[src/rtl/dma_bp_pkg.sv]
// Package: shared constants, the burst-kind encoding and small helpers
// used by the burst planner. Assumes burst lengths are powers of two.
package dma_bp_pkg;

    localparam int unsigned MAX_PBL = 32;
    localparam int unsigned PBL_MUL = 8;
    localparam int unsigned BEAT_W  = $clog2(MAX_PBL * PBL_MUL) + 1;

    typedef enum logic [1:0] {
        BK_SINGLE = 2'd0,
        BK_INCR   = 2'd1,
        BK_FIXED  = 2'd2
    } burst_kind_e;

    // True when a raw length field holds a permitted power of two.
    function automatic logic pbl_legal(input logic [5:0] v);
        return (v == 6'd1) || (v == 6'd2) || (v == 6'd4) ||
               (v == 6'd8) || (v == 6'd16) || (v == 6'd32);
    endfunction

    // Largest fixed burst size (16, 8, 4 or 1) not above n; 1 for n < 4.
    function automatic logic [BEAT_W-1:0] fixed_floor(input logic [BEAT_W-1:0] n);
        if (n >= BEAT_W'(16))     return BEAT_W'(16);
        else if (n >= BEAT_W'(8)) return BEAT_W'(8);
        else if (n >= BEAT_W'(4)) return BEAT_W'(4);
        else                      return BEAT_W'(1);
    endfunction

endpackage

[src/rtl/dma_bp_pbl_resolve.sv]
// Module: checks one raw burst length field and produces its effective
// beat count. An illegal field is reported and replaced by 1 beat.
// Assumes BEAT_W is wide enough for 32 x 8.
module dma_bp_pbl_resolve
    import dma_bp_pkg::*;
(
    input  logic [5:0]        raw,
    input  logic              x8,
    output logic [BEAT_W-1:0] eff,
    output logic              bad
);
    logic [BEAT_W-1:0] base;

    // Validate the field, clamp and apply the optional times-eight scale.
    always_comb begin
        bad  = !pbl_legal(raw);
        base = bad ? BEAT_W'(1) : BEAT_W'(raw);
        eff  = x8 ? (base << 3) : base;
    end
endmodule

[src/rtl/dma_bp_rr_arb.sv]
// Module: two-way round-robin grant for the transmit (bit 0) and receive
// (bit 1) request ports. Grants only while enabled; after reset the
// transmit side wins the first tie. Assumes a grant is always taken.
module dma_bp_rr_arb (
    input  logic       clk,
    input  logic       rst_n,
    input  logic [1:0] req,
    input  logic       en,
    output logic [1:0] gnt
);
    logic last_rx;

    // Pick the requester; on a tie, the one not served last.
    always_comb begin
        if (!en)         gnt = 2'b00;
        else if (&req)   gnt = last_rx ? 2'b01 : 2'b10;
        else             gnt = req;
    end

    // Remember which side was served most recently.
    always_ff @(posedge clk) begin
        if (!rst_n)      last_rx <= 1'b1;
        else if (|gnt)   last_rx <= gnt[1];
    end
endmodule

[src/rtl/dma_bp_sizer.sv]
// Module: combinational sizing of the current burst from the effective
// length, the current word index, the remaining word count and the mode
// bits. Assumes eff is a power of two in 1..256 and NEED_W > BEAT_W.
module dma_bp_sizer
    import dma_bp_pkg::*;
#(
    parameter int unsigned NEED_W = 17
) (
    input  logic [BEAT_W-1:0] eff,
    input  logic [BEAT_W-1:0] widx_lo,
    input  logic [NEED_W-1:0] need,
    input  logic              first,
    input  logic              fixed_mode,
    input  logic              aligned_mode,
    output logic [BEAT_W-1:0] lim,
    output logic [BEAT_W-1:0] beats,
    output burst_kind_e       kind,
    output logic              last
);
    logic [BEAT_W-1:0] span;
    logic [BEAT_W-1:0] cap;
    logic [BEAT_W-1:0] n;

    // Burst ceiling, alignment cut, remaining-data cut and size snapping.
    always_comb begin
        lim  = fixed_mode ? fixed_floor(eff) : eff;
        span = lim - (widx_lo & (lim - BEAT_W'(1)));
        cap  = (aligned_mode && (fixed_mode || !first)) ? span : lim;
        n    = (NEED_W'(cap) <= need) ? cap : BEAT_W'(need);
        beats = fixed_mode ? fixed_floor(n) : n;
        if (fixed_mode)               kind = BK_FIXED;
        else if (beats == BEAT_W'(1)) kind = BK_SINGLE;
        else                          kind = BK_INCR;
        last = (NEED_W'(beats) == need);
    end
endmodule

[src/rtl/dma_burst_planner.sv]
// Module: top of the burst planner. Takes one buffer at a time from the
// transmit or receive port, then issues its bursts over a valid/ready
// handshake. Assumes the cfg_* inputs stay stable while a buffer is in
// progress and that ADDR_W >= log2(BUS_BYTES) + 9.
module dma_burst_planner
    import dma_bp_pkg::*;
#(
    parameter int unsigned ADDR_W    = 32,
    parameter int unsigned LEN_W     = 16,
    parameter int unsigned BUS_BYTES = 8
) (
    input  logic              clk,
    input  logic              rst_n,
    input  logic [5:0]        cfg_pbl,
    input  logic [5:0]        cfg_rx_pbl,
    input  logic              cfg_x8,
    input  logic              cfg_split_rx,
    input  logic              cfg_fixed,
    input  logic              cfg_aligned,
    output logic              cfg_err,
    input  logic              tx_req_valid,
    output logic              tx_req_ready,
    input  logic [ADDR_W-1:0] tx_req_addr,
    input  logic [LEN_W-1:0]  tx_req_len,
    input  logic              rx_req_valid,
    output logic              rx_req_ready,
    input  logic [ADDR_W-1:0] rx_req_addr,
    input  logic [LEN_W-1:0]  rx_req_len,
    output logic              bst_valid,
    input  logic              bst_ready,
    output logic [ADDR_W-1:0] bst_addr,
    output logic [8:0]        bst_beats,
    output logic [1:0]        bst_kind,
    output logic              bst_last,
    output logic              bst_rx
);
    localparam int unsigned OFF_W  = $clog2(BUS_BYTES);
    localparam int unsigned NEED_W = LEN_W + 1;
    localparam int unsigned N_CH   = 2;

    // Length field resolution, one resolver per channel field.
    logic [5:0]        raw_pbl [N_CH];
    logic [BEAT_W-1:0] eff_pbl [N_CH];
    logic [N_CH-1:0]   pbl_bad;

    assign raw_pbl[0] = cfg_pbl;
    assign raw_pbl[1] = cfg_rx_pbl;

    for (genvar c = 0; c < N_CH; c++) begin : g_pbl
        dma_bp_pbl_resolve u_res (
            .raw (raw_pbl[c]),
            .x8  (cfg_x8),
            .eff (eff_pbl[c]),
            .bad (pbl_bad[c])
        );
    end

    assign cfg_err = pbl_bad[0] | (cfg_split_rx & pbl_bad[1]);

    // Buffer state.
    logic              busy;
    logic              cur_rx;
    logic              first_burst;
    logic [ADDR_W-1:0] cur_addr;
    logic [NEED_W-1:0] cur_need;

    // Request arbitration.
    logic [1:0] gnt;

    dma_bp_rr_arb u_arb (
        .clk   (clk),
        .rst_n (rst_n),
        .req   ({rx_req_valid, tx_req_valid}),
        .en    (!busy),
        .gnt   (gnt)
    );

    assign tx_req_ready = gnt[0];
    assign rx_req_ready = gnt[1];

    logic [ADDR_W-1:0] sel_addr;
    logic [LEN_W-1:0]  sel_len;
    logic [NEED_W-1:0] need_init;

    // Choose the granted buffer and convert its byte span to bus words.
    always_comb begin
        sel_addr  = gnt[1] ? rx_req_addr : tx_req_addr;
        sel_len   = gnt[1] ? rx_req_len  : tx_req_len;
        need_init = (NEED_W'(sel_len) + NEED_W'(sel_addr[OFF_W-1:0])
                     + NEED_W'(BUS_BYTES - 1)) >> OFF_W;
    end

    // Burst sizing for the buffer in progress.
    logic [BEAT_W-1:0] eff_cur;
    logic [BEAT_W-1:0] burst_lim;
    logic [BEAT_W-1:0] beats;
    burst_kind_e       kind;
    logic              is_last;

    assign eff_cur = (cur_rx && cfg_split_rx) ? eff_pbl[1] : eff_pbl[0];

    dma_bp_sizer #(.NEED_W(NEED_W)) u_size (
        .eff          (eff_cur),
        .widx_lo      (cur_addr[OFF_W +: BEAT_W]),
        .need         (cur_need),
        .first        (first_burst),
        .fixed_mode   (cfg_fixed),
        .aligned_mode (cfg_aligned),
        .lim          (burst_lim),
        .beats        (beats),
        .kind         (kind),
        .last         (is_last)
    );

    logic [ADDR_W-1:0] next_addr;

    // Next burst starts at the word-aligned address past this one.
    always_comb begin
        next_addr = {cur_addr[ADDR_W-1:OFF_W], OFF_W'(0)}
                    + (ADDR_W'(beats) << OFF_W);
    end

    // Take a buffer when idle, then step through its bursts.
    always_ff @(posedge clk) begin
        if (!rst_n) begin
            busy        <= 1'b0;
            cur_rx      <= 1'b0;
            first_burst <= 1'b0;
            cur_addr    <= '0;
            cur_need    <= '0;
        end else if (|gnt) begin
            busy        <= (need_init != '0);
            cur_rx      <= gnt[1];
            first_burst <= 1'b1;
            cur_addr    <= sel_addr;
            cur_need    <= need_init;
        end else if (busy && bst_ready) begin
            cur_need    <= cur_need - NEED_W'(beats);
            cur_addr    <= next_addr;
            first_burst <= 1'b0;
            if (is_last) busy <= 1'b0;
        end
    end

    assign bst_valid = busy;
    assign bst_addr  = cur_addr;
    assign bst_beats = beats;
    assign bst_kind  = kind;
    assign bst_last  = is_last;
    assign bst_rx    = cur_rx;

endmodule

[config.mk]
export PLATFORM = sky130hd
export DESIGN_NAME = dma_burst_planner
export DESIGN_NICKNAME = d
export VERILOG_FILES = /design/src/rtl/dma_bp_pkg.sv /design/src/rtl/dma_bp_pbl_resolve.sv /design/src/rtl/dma_bp_rr_arb.sv /design/src/rtl/dma_bp_sizer.sv /design/src/rtl/dma_burst_planner.sv
export SDC_FILE = /design/constraint.sdc
export NUM_CORES = 1
export LEC_CHECK = 0
export CORE_ASPECT_RATIO = 0.8
export CORE_UTILIZATION = 37
export DETAILED_ROUTE_END_ITERATION = 16
export DONT_BUFFER_PORTS = 1
export SLEW_MARGIN = 20
export SYNTH_ARGS = -nofsm -noshare
export SYNTH_HDL_FRONTEND = slang
export SYNTH_SLANG_ARGS = --single-unit
[constraint.sdc]
create_clock -name clk -period 24.5 [get_ports clk]
set_input_delay 2.45 -clock clk [delete_from_list [all_inputs] [get_ports clk]]
set_output_delay 2.45 -clock clk [all_outputs]
set_load 0.01 [all_outputs]
# [After elaboration in Yosys (flattened, before gate mapping)]
# Cells that the tools add are included.
[totals] reg_bits=53 in_bits=117 out_inout_bits=49 wordCells=93
[op_classes] n_addsub=6 order_cmp=7 n_eq_ne=14 n_mux=31 n_bitwise=4 n_reduce_logical=24
[ops] op="$mux 9" n=11
[ops] op="$mux 32" n=3
[ops] op="$add 32x12->32" n=1
[ops] op="$mux 14" n=2
[ops] op="$ge 9x3->1 const B" n=2
[ops] op="$ge 9x4->1 const B" n=2
[ops] op="$ge 9x5->1 const B" n=2
[ops] op="$add 16x3->17" n=1
[ops] op="$add 17x3->17 const B" n=1
[ops] op="$eq 9x17->1" n=1
[ops] op="$le 9x17->1" n=1
[ops] op="$reduce_bool 17->1" n=1
[ops] op="$sub 17x9->17" n=1
[ops] op="$mux 16" n=1
[ops] op="$eq 6x1->1 const B" n=2
[ops] op="$eq 6x2->1 const B" n=2
[ops] op="$eq 6x3->1 const B" n=2
[ops] op="$eq 6x4->1 const B" n=2
[ops] op="$eq 6x5->1 const B" n=2
[ops] op="$eq 6x6->1 const B" n=2
[ops] op="$mux 6" n=2
[ops] op="$logic_or 1x1->1" n=11
[ops] op="$and 9x9->9" n=1
[ops] op="$eq 9x1->1 const B" n=1
[ops] op="other kinds (14)" n=29

# [Depth between registers and ports, before layout]
# Gate-level depths: netlist of the first run.
[logic_depth] word_depth=29 depth_mapped=43 depth_no_buf=40

# [Cells and area by module]
# From an unflattened synthesis of the first run, not the netlist that was laid out.
[hier_totals] hier_cells=957 hier_area_um2=6980.4
[modules_own_cells] mod="dma_burst_planner" n_inst=1 cells_per_inst=589 area_per_inst_um2=4523.1
[modules_own_cells] mod="dma_bp_sizer" n_inst=1 cells_per_inst=288 area_per_inst_um2=1823.0
[modules_own_cells] mod="dma_bp_pbl_resolve" n_inst=2 cells_per_inst=36 area_per_inst_um2=289.0
[modules_own_cells] mod="dma_bp_rr_arb" n_inst=1 cells_per_inst=8 area_per_inst_um2=56.3

# [Worst setup path after synthesis of the first run]
# No wires, ideal clock.
[synth_path] kind="input to output" from="input port cfg_rx_pbl[3]" to="output port bst_last" arrival_time_ps=9109 required_ps=22050 slack_ps=12941 cell_stages=30 cell_sequence="buf_6 -> or4_4 -> mux2_4 -> a21oi_2 -> nor3_1 -> o21bai_1 -> ha_1 -> o31a_4 -> and2_4 -> o21ai_0 -> ha_1 -> clkbuf_1 -> inv_1 -> nor3_1 -> a221oi_1 -> a21oi_1 -> a21oi_1 -> mux2i_1 -> or2_1 -> ha_1 -> or3_1 -> nor4_1 -> nor2_1 -> o211a_1 -> buf_2 -> a211oi_1 -> inv_1 -> ha_1 -> nand4_1 -> nor4_1"
[synth_between] word_cells_on_any_way=35 cone_classes="2 x add/sub; 7 x order compare; 7 x eq/ne; 13 x mux; 1 x bitwise; 5 x reduce/logical"
[synth_rtl] element="from (decl)" line="dma_burst_planner.sv:15" source="input logic [5:0] cfg_rx_pbl,"
[synth_rtl] element="$eq 6x1->1 or $eq 6x2->1 (tied branches)" line="dma_bp_pkg.sv:17" source="return (v == 6'd1) || (v == 6'd2) || (v == 6'd4) ||"
[synth_rtl] element="$logic_or 1x1->1 (3 in a row)" line="dma_bp_pkg.sv:17"
[synth_rtl] element="$logic_or 1x1->1 (2 in a row)" line="dma_bp_pkg.sv:18" source="(v == 6'd8) || (v == 6'd16) || (v == 6'd32);"
[synth_rtl] element="$mux 6 (*)" line="dma_bp_pbl_resolve.sv:17" source="base = bad ? BEAT_W'(1) : BEAT_W'(raw);"
[synth_rtl] element="$mux 9 (*)" line="dma_bp_pbl_resolve.sv:18" source="eff = x8 ? (base << 3) : base;"
[synth_rtl] element="$mux 9 (*)" line="dma_burst_planner.sv:100" source="assign eff_cur = (cur_rx && cfg_split_rx) ? eff_pbl[1] : eff_pbl[0];"
[synth_rtl] element="$ge 9x3->1" line="dma_bp_pkg.sv:25" source="else if (n >= BEAT_W'(4)) return BEAT_W'(4);"
[synth_rtl] element="$mux 3" line="dma_bp_pkg.sv:25"
[synth_rtl] element="[7 not listed]"
[synth_rtl] element="$le 9x17->1" line="dma_bp_sizer.sv:29" source="n = (NEED_W'(cap) <= need) ? cap : BEAT_W'(need);"
[synth_rtl] element="$mux 9 (*)" line="dma_bp_sizer.sv:29"
[synth_rtl] element="$ge 9x4->1" line="dma_bp_pkg.sv:24" source="else if (n >= BEAT_W'(8)) return BEAT_W'(8);"
[synth_rtl] element="$mux 9" line="dma_bp_pkg.sv:24"
[synth_rtl] element="$mux 9" line="dma_bp_pkg.sv:23" source="if (n >= BEAT_W'(16)) return BEAT_W'(16);"
[synth_rtl] element="$mux 9 (*)" line="dma_bp_sizer.sv:30" source="beats = fixed_mode ? fixed_floor(n) : n;"
[synth_rtl] element="named net bst_beats[1]" line="dma_burst_planner.sv:32" source="output logic [8:0] bst_beats,"
[synth_rtl] element="$eq 9x17->1 (*)" line="dma_bp_sizer.sv:34" source="last = (NEED_W'(beats) == need);"
[synth_rtl] element="to (decl)" line="dma_burst_planner.sv:34" source="output logic bst_last,"
# Mark *: on every way through the listed nets, which the timed path passes. The rest lies on a longest branch.

# [Worst setup path in the final report of the first run]
[layout_path] from="input port cfg_rx_pbl[2]" to="output port bst_last"
[layout_between] elab_chain_len=26 word_cells_on_any_way=35 cone_classes="2 x add/sub; 7 x order compare; 7 x eq/ne; 13 x mux; 1 x bitwise; 5 x reduce/logical"
[layout_lines] element="$eq 6x1->1 or $eq 6x2->1 (tied branches)" line="dma_bp_pkg.sv:17"
[layout_lines] element="$logic_or 1x1->1 (3 in a row)" line="dma_bp_pkg.sv:17"
[layout_lines] element="$logic_or 1x1->1 (2 in a row)" line="dma_bp_pkg.sv:18"
[layout_lines] element="$mux 6 (*)" line="dma_bp_pbl_resolve.sv:17"
[layout_lines] element="$mux 9 (*)" line="dma_bp_pbl_resolve.sv:18"
[layout_lines] element="$mux 9 (*)" line="dma_burst_planner.sv:100"
[layout_lines] element="$ge 9x3->1" line="dma_bp_pkg.sv:25"
[layout_lines] element="$mux 3" line="dma_bp_pkg.sv:25"
[layout_lines] element="[8 not listed]"
[layout_lines] element="$mux 9 (*)" line="dma_bp_sizer.sv:29"
[layout_lines] element="$ge 9x3->1" line="dma_bp_pkg.sv:25"
[layout_lines] element="$mux 3" line="dma_bp_pkg.sv:25"
[layout_lines] element="$mux 9" line="dma_bp_pkg.sv:24"
[layout_lines] element="$mux 9" line="dma_bp_pkg.sv:23"
[layout_lines] element="$mux 9 (*)" line="dma_bp_sizer.sv:30"
[layout_lines] element="named net bst_beats[0]" line="dma_burst_planner.sv:32"
[layout_lines] element="$eq 9x17->1 (*)" line="dma_bp_sizer.sv:34"
# Marks and branches as above.

==> reports/qor.yml, run 1 <==
power.static_leakage_nw: 2.467
area_growth_pct: 4.948
synth.cell_area_um2: 6170
total_global_route_track_usage_pct: 23.00
fin_tns_setup_ns: 0
critPathMaxFanout: 12
max_stage_delay_ns: 0.71
post_cts_resize_count: 0
r2r-start: "bst_rx"
drt_first_pass_iters: 5
drive_above_1_share_pct: 7.098
synth_cell_types: 94
first_iter_violations: 495
synth-edff-count: 0
buffer_ports.inserted: 0
numClockSinks: 53
cts_buffer_depth: 2
mappedNetlistNets: 989
via_count: 6313
ctsHtreeMaxLevel: 2
routed_wire_length_per_instance_um: 19.78
critPathMostFrequentCell: "sky130_fd_sc_hd__ha_1"
die_w_um: 146.4
synthesis.instances: 835
max_cap_violations: 0
arrival_ns: 10.33
power.density_cell_area_nw_per_um2: 61.68
ys.warnings.count: 0
holdPathEnd: "first_burst"
maxSlewViolCount: 0
setup_viol: 0
design_area_um2: 6475
timing.max_slew.rel_slack_pct: 39.23
hold_vio_cnt_final: 0
globalplace.congestion: 0.9249
outcome: "finished clean"
grt_antenna_before_repair: 1
worst_path_cell_with_the_longest_stage_delay: "sky130_fd_sc_hd__nor4_1"
cp-end-kind: "output pin"
via_per_inst: 6.201
antenna_cells_inserted: 0
cts_inserted_buffers: 5
hold_buffer_count_at_cts: 0
finalClockSkew_ns: 0.01067
post_cts_repair_setup_buffers: 0
postPlaceCellArea_um2: 6285
remaining_drc_errors: 0
die_y_um: 117.5
layout_min_cycle_time_ns: 12.78
floorplan.die_area_um2: 17200
final.period_utilization_pct: 52.17
grt_max_degree: 35
ant_nets: 0
synthArstFlopShare_pct: 0
reg2reg_setup_slack_ns: 14.54
grt_first_pass_wirelength_um: 31530
postLayoutCoreUtil_pct: 40.33
synth-main-ff-cell: "sky130_fd_sc_hd__dfxtp_1"
rsz0062_at_grt: "false"
min_from: "first_burst"
ys_seq_area_share_pct: 17.20
ir_worst_vdd_uv: 31.64
required_ns: 22.05
initial_utilization_pct: 38.42
n_fill_cell: 1671
io_pins: 166
hold_path_depth: 2
synthesis.area_per_instance_um2: 7.389
ctsRootBufferMaster: "sky130_fd_sc_hd__clkbuf_16"
critical_path.startpoint_type: "primary input"
synth.ff_latch_count: 53
post-dp-hpwl_um: 15660
core_um2: 16060
worst_slew_pin_slew_ns: 0.9059
holdCritPathClass: "reg -> reg"
clkLatencyLatePin_ns: 0.30
critical_path.reg2reg.endpoint: "bst_addr[15]"
grt_remaining_overflow: 0
core.rowCount: 41
final_cells: 1018
setup.worst_path.class: "in -> out"
route.final.wire_length_um: 20130
dpl.cell_count: 1010
timing.reg2reg.worst_path_depth: 39
first_global_vias: 5642
layout.nets: 956
max_freq_mhz: 78.24
tritoncts: "done"
clock_transition_at_the_registers_of_the_reported_paths_ns: 0.07
cell families after synthesis:
kind of cell	synth area share [%]
xor gates and xnor gates	5.374
muxes	3.387
buffers and inverters	6.165
AOI/OAI and AO/OA	33.85
adders and majority gates	7.747
DFF	17.20
and+or+nand+nor	26.28
worst max path at each step:
| stage | from | end | slack, ns | depth (start not counted) |
|---|---|---|---|---|
| floorplan | cfg_rx_pbl[3] | bst_last | 12.94 | 30 |
| global placement | cfg_rx_pbl[2] | bst_last | 11.75 | 29 |
| detailed placement | cfg_rx_pbl[2] | bst_last | 11.57 | 29 |
| CTS | cfg_rx_pbl[2] | bst_last | 11.54 | 29 |
| global route | cfg_rx_pbl[2] | bst_last | 11.29 | 29 |
| finish | cfg_rx_pbl[2] | bst_last | 11.72 | 29 |
synthesized netlist by cell type, drive strengths merged (20+ instances only):
cell type,n,share of area [%]
nor2,76,4.6
a21oi,72,6.1
nand2,67,4.1
o21ai,59,4.8
dfxtp,53,17
inv,44,2.7
ha,35,7.1
clkbuf,27,1.6
nor3,26,2.4
xnor2,24,3.5
and3,21,2.2
nand3,21,1.7
buf,20,1.8
report_power, final:
part	total [mW]	switching, mW	leakage [nW]	internal (mW)
logic	0.194	0.117	1.94	0.0770
clock network	0.0939	0.0354	0.0938	0.0585
registers	0.111	0.0157	0.436	0.0954
total	0.399	0.168	2.47	0.231
worst max-delay path: cells and delay by family:
kind	cells	cell delay (ns)
AO/OA/AOI/OAI	10	2.90
adder cells (fa/ha/maj)	4	1.15
buffers and inverters	1	0.09
multiplexers	2	0.47
AND/OR/NAND/NOR	12	3.26
cell usage in the layout, fill, tap and decap left out, drive strengths merged, types with 10 or more instances in the layout:
cell type / Yosys / routed
nor2: 76 / 76
a21oi: 72 / 72
nand2: 67 / 67
o21ai: 59 / 59
dfxtp: 53 / 53
inv: 44 / 44
ha: 35 / 35
nor3: 26 / 26
xnor2: 24 / 24
nand3: 21 / 21
and3: 21 / 21
a31oi: 18 / 18
mux2i: 16 / 16
a22o: 16 / 16
a211oi: 15 / 15
xor2: 13 / 13
and2: 13 / 13
a22oi: 13 / 13
nand4: 12 / 12
nor2b: 11 / 11
nor4: 11 / 11
nor4b: 10 / 10
through the flow:
| step | hold slack, ns | power [mW] | setup slack (ns) |
|---|---|---|---|
| floorplan | 0.4466 | 0.2609 | 12.94 |
| global placement | 0.4864 | 0.3032 | 11.75 |
| detailed placement | 0.4938 | 0.3035 | 11.57 |
| CTS | 0.5030 | 0.3974 | 11.54 |
| global route | 0.5485 | 0.4263 | 11.29 |
| finish | 0.5054 | 0.3994 | 11.72 |
cell type report:
type                       instances  area [um^2]  share of cell area [%]
multi-input combinational        690         4733                   73.10
sequential                        53         1061                   16.39
tap                              215        269.0                   4.155
inverter                          45        168.9                   2.609
clock buffer                       5        125.1                   1.932
clock inverter                     3        65.06                   1.005
timing repair buffer               7        52.55                  0.8116
registers in the layout, summed over array words and instances (netlist names):
name / cells
bst_addr: 32
cur_need: 17
bst_rx: 1
bst_valid: 1
first_burst: 1
u_arb.last_rx: 1
per-layer routing:
layer | routed length, um | vias to the layer above | global-route usage (%) | part of all wire [%]
met3 | 1709 | 43 | 5.930 | 8.5
li1 | - | 3060 | - | -
met1 | 9617 | 2969 | 32.88 | 48
met2 | 8273 | 239 | 33.51 | 41
met5 | 13 | - | 0 | 0.065
met4 | 518 | 2 | 6.706 | 2.6
(Power assumes the default switching activity.)
==> inputs of run 2 (changes only) <==
- ABC_AREA: default -> 1
- clock period: 24.5 -> 10.5 ns (I/O delays scaled with it)
==> run 2 against run 1 <==
Against the previous run:
- flip-flop and latch count is the same
- die area shrank 3.5%
- synthesized area shrank 3.6%
- core utilization shrank 0.23 points
- cell area shrank 2.5%
- combinational power grew to 2.6 times the previous value
- clock skew grew 0.0042 ns
- final cell count grew 16%
- largest cell class unchanged
- largest power group unchanged
==> reports/qor.yml, run 2 <==
outcome: "finished clean"  # unchanged
power.static_leakage_nw: 2.880  # was 2.467 nW
buffer_ports.inserted: 0  # unchanged
layout.nets: 1119  # was 956
tritoncts: "done"  # unchanged
synth_top_cell_area_share_pct: 17.83  # was 17.20%
core.rowCount: 41  # unchanged
post_cts_repair_setup_buffers: 0  # unchanged
synth.ff_latch_count: 53  # unchanged
synthesis.instances: 984  # was 835
power.density_cell_area_nw_per_um2: 155.4  # was 61.68 nW/um^2
via_per_inst: 5.301  # was 6.201
cp.buffers_inverters: 9  # was 1
post-dp-hpwl_um: 14210  # was 15660 um
critPathTopFamily: "simple AND/OR/NAND/NOR gates"  # unchanged
ir_worst_vdd_uv: 77.15  # was 31.64 uV
pre_cts_ws_ns: 1.642  # was 11.57 ns
first_global_vias: 5446  # was 5642
die_y_um: 115.4  # was 117.5 um
synth_area_leaders: "sky130_fd_sc_hd__dfxtp_1, sky130_fd_sc_hd__nand2_1, sky130_fd_sc_hd__inv_1"  # was sky130_fd_sc_hd__dfxtp_1, sky130_fd_sc_hd__ha_1, sky130_fd_sc_hd__a21oi_1
synth_cell_types: 53  # was 94
holdCritPathClass: "reg -> reg"  # unchanged
post-synth-top-count-cell: "sky130_fd_sc_hd__nand2_1"  # was sky130_fd_sc_hd__nor2_1
total_global_route_track_usage_pct: 21.40  # was 23.00%
timing.max_slew.rel_slack_pct: 51.24  # was 39.23%
grt_remaining_overflow: 0  # unchanged
worst_path_cell_with_the_longest_stage_delay: "sky130_fd_sc_hd__nor4_1"  # unchanged
floorplan.die_area_um2: 16590  # was 17200 um^2
grt_max_degree: 60  # was 35
synth-main-ff-cell: "sky130_fd_sc_hd__dfxtp_1"  # unchanged
synth.cell_area_um2: 5949  # was 6170 um^2
routed_wire_length_per_instance_um: 15.19  # was 19.78 um
ant_nets: 0  # unchanged
post_cts_resize_count: 0  # unchanged
max_freq_mhz: 115.9
clkLatencyLatePin_ns: 0.31  # was 0.30 ns
netlist_top_cells_count: "sky130_fd_sc_hd__nand2_1, sky130_fd_sc_hd__inv_1, sky130_fd_sc_hd__o21ai_0"  # was sky130_fd_sc_hd__nor2_1, sky130_fd_sc_hd__a21oi_1, sky130_fd_sc_hd__nand2_1
setup_viol: 0  # unchanged
area_growth_pct: 6.141  # was 4.948%
io_pins: 166  # unchanged
clock_transition_at_the_registers_of_the_reported_paths_ns: 0.08  # was 0.07 ns
cts_buffer_depth: 2  # unchanged
flip_flop_count_of_the_largest_register_all_copies_and_words_added: 32  # unchanged
critPathMaxFanout: 7  # was 12
ys_seq_area_share_pct: 17.83  # was 17.20%
setup.worst_path.class: "in -> reg"  # was in -> out
finalClockSkew_ns: 0.01485  # was 0.01067 ns
cts_inserted_buffers: 5  # unchanged
initial_utilization_pct: 37.78  # was 38.42%
biggest_area_consumer_among_synthesized_cells: "sky130_fd_sc_hd__dfxtp_1"  # unchanged
layout_min_cycle_time_ns: 8.630
maxSlewViolCount: 0  # unchanged
cp-end-kind: "flop"  # was output pin
required_ns: 10.69  # was 22.05 ns
grt_first_pass_wirelength_um: 28020  # was 31530 um
via_count: 6260  # was 6313
synth-edff-count: 0  # unchanged
worst_slew_pin_slew_ns: 0.7258  # was 0.9059 ns
remaining_drc_errors: 0  # unchanged
final.setup.worst_slack_ns: 1.870  # was 11.72 ns
hold_buffer_count_at_cts: 0  # unchanged
final_cell_mix: "sky130_fd_sc_hd__nand2_1, sky130_fd_sc_hd__inv_1, sky130_fd_sc_hd__o21ai_0"  # was sky130_fd_sc_hd__nor2_1, sky130_fd_sc_hd__a21oi_1, sky130_fd_sc_hd__nand2_1
most_common_cell_after_layout_fill_and_taps_aside: "sky130_fd_sc_hd__nand2_1"  # was sky130_fd_sc_hd__nor2_1
synthesis.area_per_instance_um2: 6.046  # was 7.389 um^2
globalplace.congestion: 0.8765  # was 0.9249
die_w_um: 143.8  # was 146.4 um
mappedNetlistNets: 1138  # was 989
hold_vio_cnt_final: 0  # unchanged
arrival_ns: 8.82  # was 10.33 ns
n_fill_cell: 1724  # was 1671
synthArstFlopShare_pct: 0  # unchanged
max_stage_delay_ns: 0.43  # was 0.71 ns
critPathMostFrequentCell: "sky130_fd_sc_hd__nand2_1"  # was sky130_fd_sc_hd__ha_1
drt_first_pass_iters: 5  # unchanged
ys.warnings.count: 0  # unchanged
first_iter_violations: 445  # was 495
route.final.wire_length_um: 17940  # was 20130 um
ctsHtreeMaxLevel: 2  # unchanged
core_um2: 15750  # was 16060 um^2
grt_antenna_before_repair: 0  # was 1
drive_above_1_share_pct: 7.867  # was 7.098%
final.period_utilization_pct: 82.19
rsz0062_at_grt: "false"  # unchanged
antenna_cells_inserted: 0  # unchanged
fin_tns_setup_ns: 0  # unchanged
critical_path.startpoint_type: "primary input"  # unchanged
max_cap_violations: 0  # unchanged
numClockSinks: 53  # unchanged
ctsRootBufferMaster: "sky130_fd_sc_hd__clkbuf_16"  # unchanged
## run 2: kinds of logic after synthesis
logic type,after synthesis,synth area share (%)
compound gates,218,22.57
xor+xnor,20,2.944
fa+ha+maj,37,8.034
buf+inv,163,10.58
flops,53,17.83
mux,9,1.514
simple gates,484,36.53
## run 2: worst paths after layout
check	start	end	slack, ns	cells past startpoint
setup reg to reg	bst_rx	bst_addr[27]	2.13	54
hold reg to reg	cur_need[15]	cur_need[15]	0.48	1
hold / removal	cur_need[15]	cur_need[15]	0.48	1
setup / recovery	cfg_rx_pbl[5]	bst_addr[27]	1.87	55
## run 2: power by group
group | total (mW) | leakage [nW] | internal [mW] | switching (mW)
Sequential | 0.279 | 0.439 | 0.229 | 0.0498
Combinational | 0.503 | 2.36 | 0.178 | 0.325
Clock | 0.199 | 0.0831 | 0.119 | 0.0801
## run 2: final cells by class
type | instances | area, um^2 | area share (%)
clock buffer | 6 | 138.9 | 2.199
clock inverter | 2 | 37.54 | 0.5944
inverter | 130 | 494.2 | 7.826
multi-input combinational | 768 | 4262 | 67.49
sequential | 53 | 1061 | 16.80
tap | 215 | 269.0 | 4.260
timing repair buffer | 7 | 52.55 | 0.8322
## run 2: through the flow
stage	std cells	hold slack [ns]	cell area (um^2)	total power [mW]	util, %
after floorplan	984	0.4432	5949	0.6645	-
after global placement	1173	0.4596	6138	0.7830	38.98
after detailed placement	1173	0.4669	6138	0.7818	38.98
after CTS	1181	0.4774	6315	0.9853	40.10
after global routing	1181	0.5187	6315	1.074	40.10
final	1181	0.4781	6315	0.9813	40.10
## run 2: worst register-to-register path, delay by kind of cell, from the launching register on
family / cells / cell delay, ns
buffers and inverters: 10 / 1.03
AOI/OAI and AO/OA: 12 / 1.59
DFF: 1 / 0.49
adders and majority gates: 5 / 1.54
and+or+nand+nor: 27 / 3.66
## run 2: metal layers
layer | vias to the layer above | part of all wire, % | wire length (um) | track usage, %
met4 | 0 | 0.66 | 118 | 3.404
li1 | 3286 | - | - | -
met2 | 192 | 44 | 7811 | 33.95
met3 | 9 | 7.6 | 1360 | 4.256
met1 | 2773 | 48 | 8648 | 30.32
met5 | - | 0 | 0 | 0
==> inputs of run 3 (changes only) <==
- clock period: 10.5 -> 8.75 ns (I/O delays scaled with it)
==> run 3 against run 2 <==
Against the previous run:
- via count is 0.78% higher
- cell area is 0.87% higher
- flip-flop and latch count stayed put
- sequential share of layout area is 0.15 points lower
- first-iteration DRC count is 5.8% higher
- non-clock buffer count is 4 higher
- setup slack worse by 0.97 ns
- combinational power is 23% higher
- routed wire length is 0.56% higher
- global-route usage is 0.37 points lower
- worst hold slack better by 0.0022 ns
- die area stayed put
- critical path type unchanged
- critical endpoint is now bst_addr[28]
==> reports/qor.yml, run 3 (synthesized netlist as in run 2, its figures left out) <==
ir_worst_vdd_uv: 94.39  # was 77.15 uV
numClockSinks: 53  # unchanged
total_global_route_track_usage_pct: 21.03  # was 21.40%
core_um2: 15750  # unchanged
first_global_vias: 5366  # was 5446
arrival_ns: 8.08  # was 8.82 ns
launching_element_of_the_worst_setup_path: "cfg_pbl[5]"  # was cfg_rx_pbl[5]
holdCritPathClass: "reg -> reg"  # unchanged
flip_flop_count_of_the_largest_register_all_copies_and_words_added: 32  # unchanged
critPathMostFrequentCell: "sky130_fd_sc_hd__nand2_1"  # unchanged
power.static_leakage_nw: 2.889  # was 2.880 nW
critical_path.startpoint_type: "primary input"  # unchanged
antenna_cells_inserted: 0  # unchanged
n_fill_cell: 1735  # was 1724
required_ns: 8.97  # was 10.69 ns
first_iter_violations: 471  # was 445
drt_first_pass_iters: 5  # unchanged
outcome: "finished clean"  # unchanged
setup.worst_path.class: "in -> reg"  # unchanged
hold_vio_cnt_final: 0  # unchanged
remaining_drc_errors: 0  # unchanged
floorplan.die_area_um2: 16590  # unchanged
globalplace.congestion: 0.9004  # was 0.8765
buffer_ports.inserted: 0  # unchanged
power.density_cell_area_nw_per_um2: 181.1  # was 155.4 nW/um^2
clkLatencyLatePin_ns: 0.29  # was 0.31 ns
layout_min_cycle_time_ns: 7.853
grt_max_degree: 62  # was 60
post-dp-hpwl_um: 14120  # was 14210 um
core.rowCount: 41  # unchanged
max_freq_mhz: 127.3
hold_buffer_count_at_cts: 0  # unchanged
io_pins: 166  # unchanged
final.period_utilization_pct: 89.75
clock_transition_at_the_registers_of_the_reported_paths_ns: 0.07  # was 0.08 ns
die_w_um: 143.8  # unchanged
cts_inserted_buffers: 5  # unchanged
finalClockSkew_ns: 0.005233  # was 0.01485 ns
layout.nets: 1123  # was 1119
max_stage_delay_ns: 0.37  # was 0.43 ns
ant_nets: 0  # unchanged
cts_buffer_depth: 2  # unchanged
fin_tns_setup_ns: 0  # unchanged
grt_antenna_before_repair: 0  # unchanged
drive_above_1_share_pct: 9.381  # was 7.867%
initial_utilization_pct: 37.78  # unchanged
routed_wire_length_per_instance_um: 15.22  # was 15.19 um
max_cap_violations: 0  # unchanged
ctsHtreeMaxLevel: 2  # unchanged
most_common_cell_after_layout_fill_and_taps_aside: "sky130_fd_sc_hd__nand2_1"  # unchanged
worst_slew_pin_slew_ns: 1.021  # was 0.7258 ns
maxSlewViolCount: 0  # unchanged
area_growth_pct: 7.066  # was 6.141%
critPathMaxFanout: 7  # unchanged
worst_path_cell_with_the_longest_stage_delay: "sky130_fd_sc_hd__ha_1"  # was sky130_fd_sc_hd__nor4_1
ctsRootBufferMaster: "sky130_fd_sc_hd__clkbuf_16"  # unchanged
setup_viol: 0  # unchanged
min_from: "u_arb.last_rx"  # was cur_need[15]
die_y_um: 115.4  # unchanged
tritoncts: "done"  # unchanged
design_power_total_mw: 1.153  # was 0.9813 mW
grt_first_pass_wirelength_um: 27700  # was 28020 um
timing.max_slew.rel_slack_pct: 31.86  # was 51.24%
grt_remaining_overflow: 0  # unchanged
via_count: 6309  # was 6260
final_cell_mix: "sky130_fd_sc_hd__nand2_1, sky130_fd_sc_hd__inv_1, sky130_fd_sc_hd__o21ai_0"  # unchanged
r2r-start: "bst_rx"  # unchanged
route.final.wire_length_um: 18040  # was 17940 um
cp-end-kind: "flop"  # unchanged
via_per_inst: 5.324  # was 5.301
[run 3: stage by stage]
stage	utilization (%)	instances	hold WS (ns)	worst slack [ns]	area (um^2)
6_report	40.45	1185	0.4802	0.8967	6370
3_3_place_gp	39.07	1175	0.4598	0.3329	6153
2_1_floorplan	-	984	0.4432	1.160	5949
3_5_place_dp	39.07	1175	0.4660	0.3335	6153
4_1_cts	39.96	1183	0.4790	0.6133	6294
5_1_grt	40.45	1185	0.5121	-0.01426	6370
[run 3: report_power, final]
part           leakage, nW  total [mW]  internal [mW]  switching, mW
clock network       0.0641       0.200          0.107         0.0929
registers            0.439       0.335          0.275         0.0601
logic                 2.39       0.618          0.222          0.397
total                 2.89        1.15          0.604          0.550
[run 3: critical path: cells and delay by family]
family          cells  cell delay (ns)
xor+xnor            1             0.15
simple gates       29             3.11
buf+inv             8             0.74
fa+ha+maj           4             1.23
compound gates     13             1.91
[run 3: path summary, 6_finish.rpt]
check	endpoint	slack, ns	cells past startpoint
hold reg to reg	u_arb.last_rx	0.48	2
setup reg to reg	bst_addr[28]	0.94	52
setup / recovery	bst_addr[28]	0.90	55
hold / removal	u_arb.last_rx	0.48	2
[run 3: metal layers]
metal	part of all wire (%)	vias to the layer above	GRT usage, %
met5	0	-	0
met4	2.1	0	4.965
met3	7.5	22	4.628
met2	42	193	31.72
met1	49	2802	30.24
li1	-	3292	-
[run 3: layout make-up]
class                   count  area (um^2)  area share [%]
repair buffers             11        82.58           1.296
clock buffers               7        132.6           2.082
clock inverters             1        7.507          0.1179
flip-flops and latches     53         1061           16.66
well taps                 215        269.0           4.223
inverters                 130        494.2           7.759
multi-input cells         768         4323           67.86
[run 3: what timing repair did]
action,CTS,global route
setup endpoints to repair,0,14
setup buffers,0,2
resized for setup,0,16
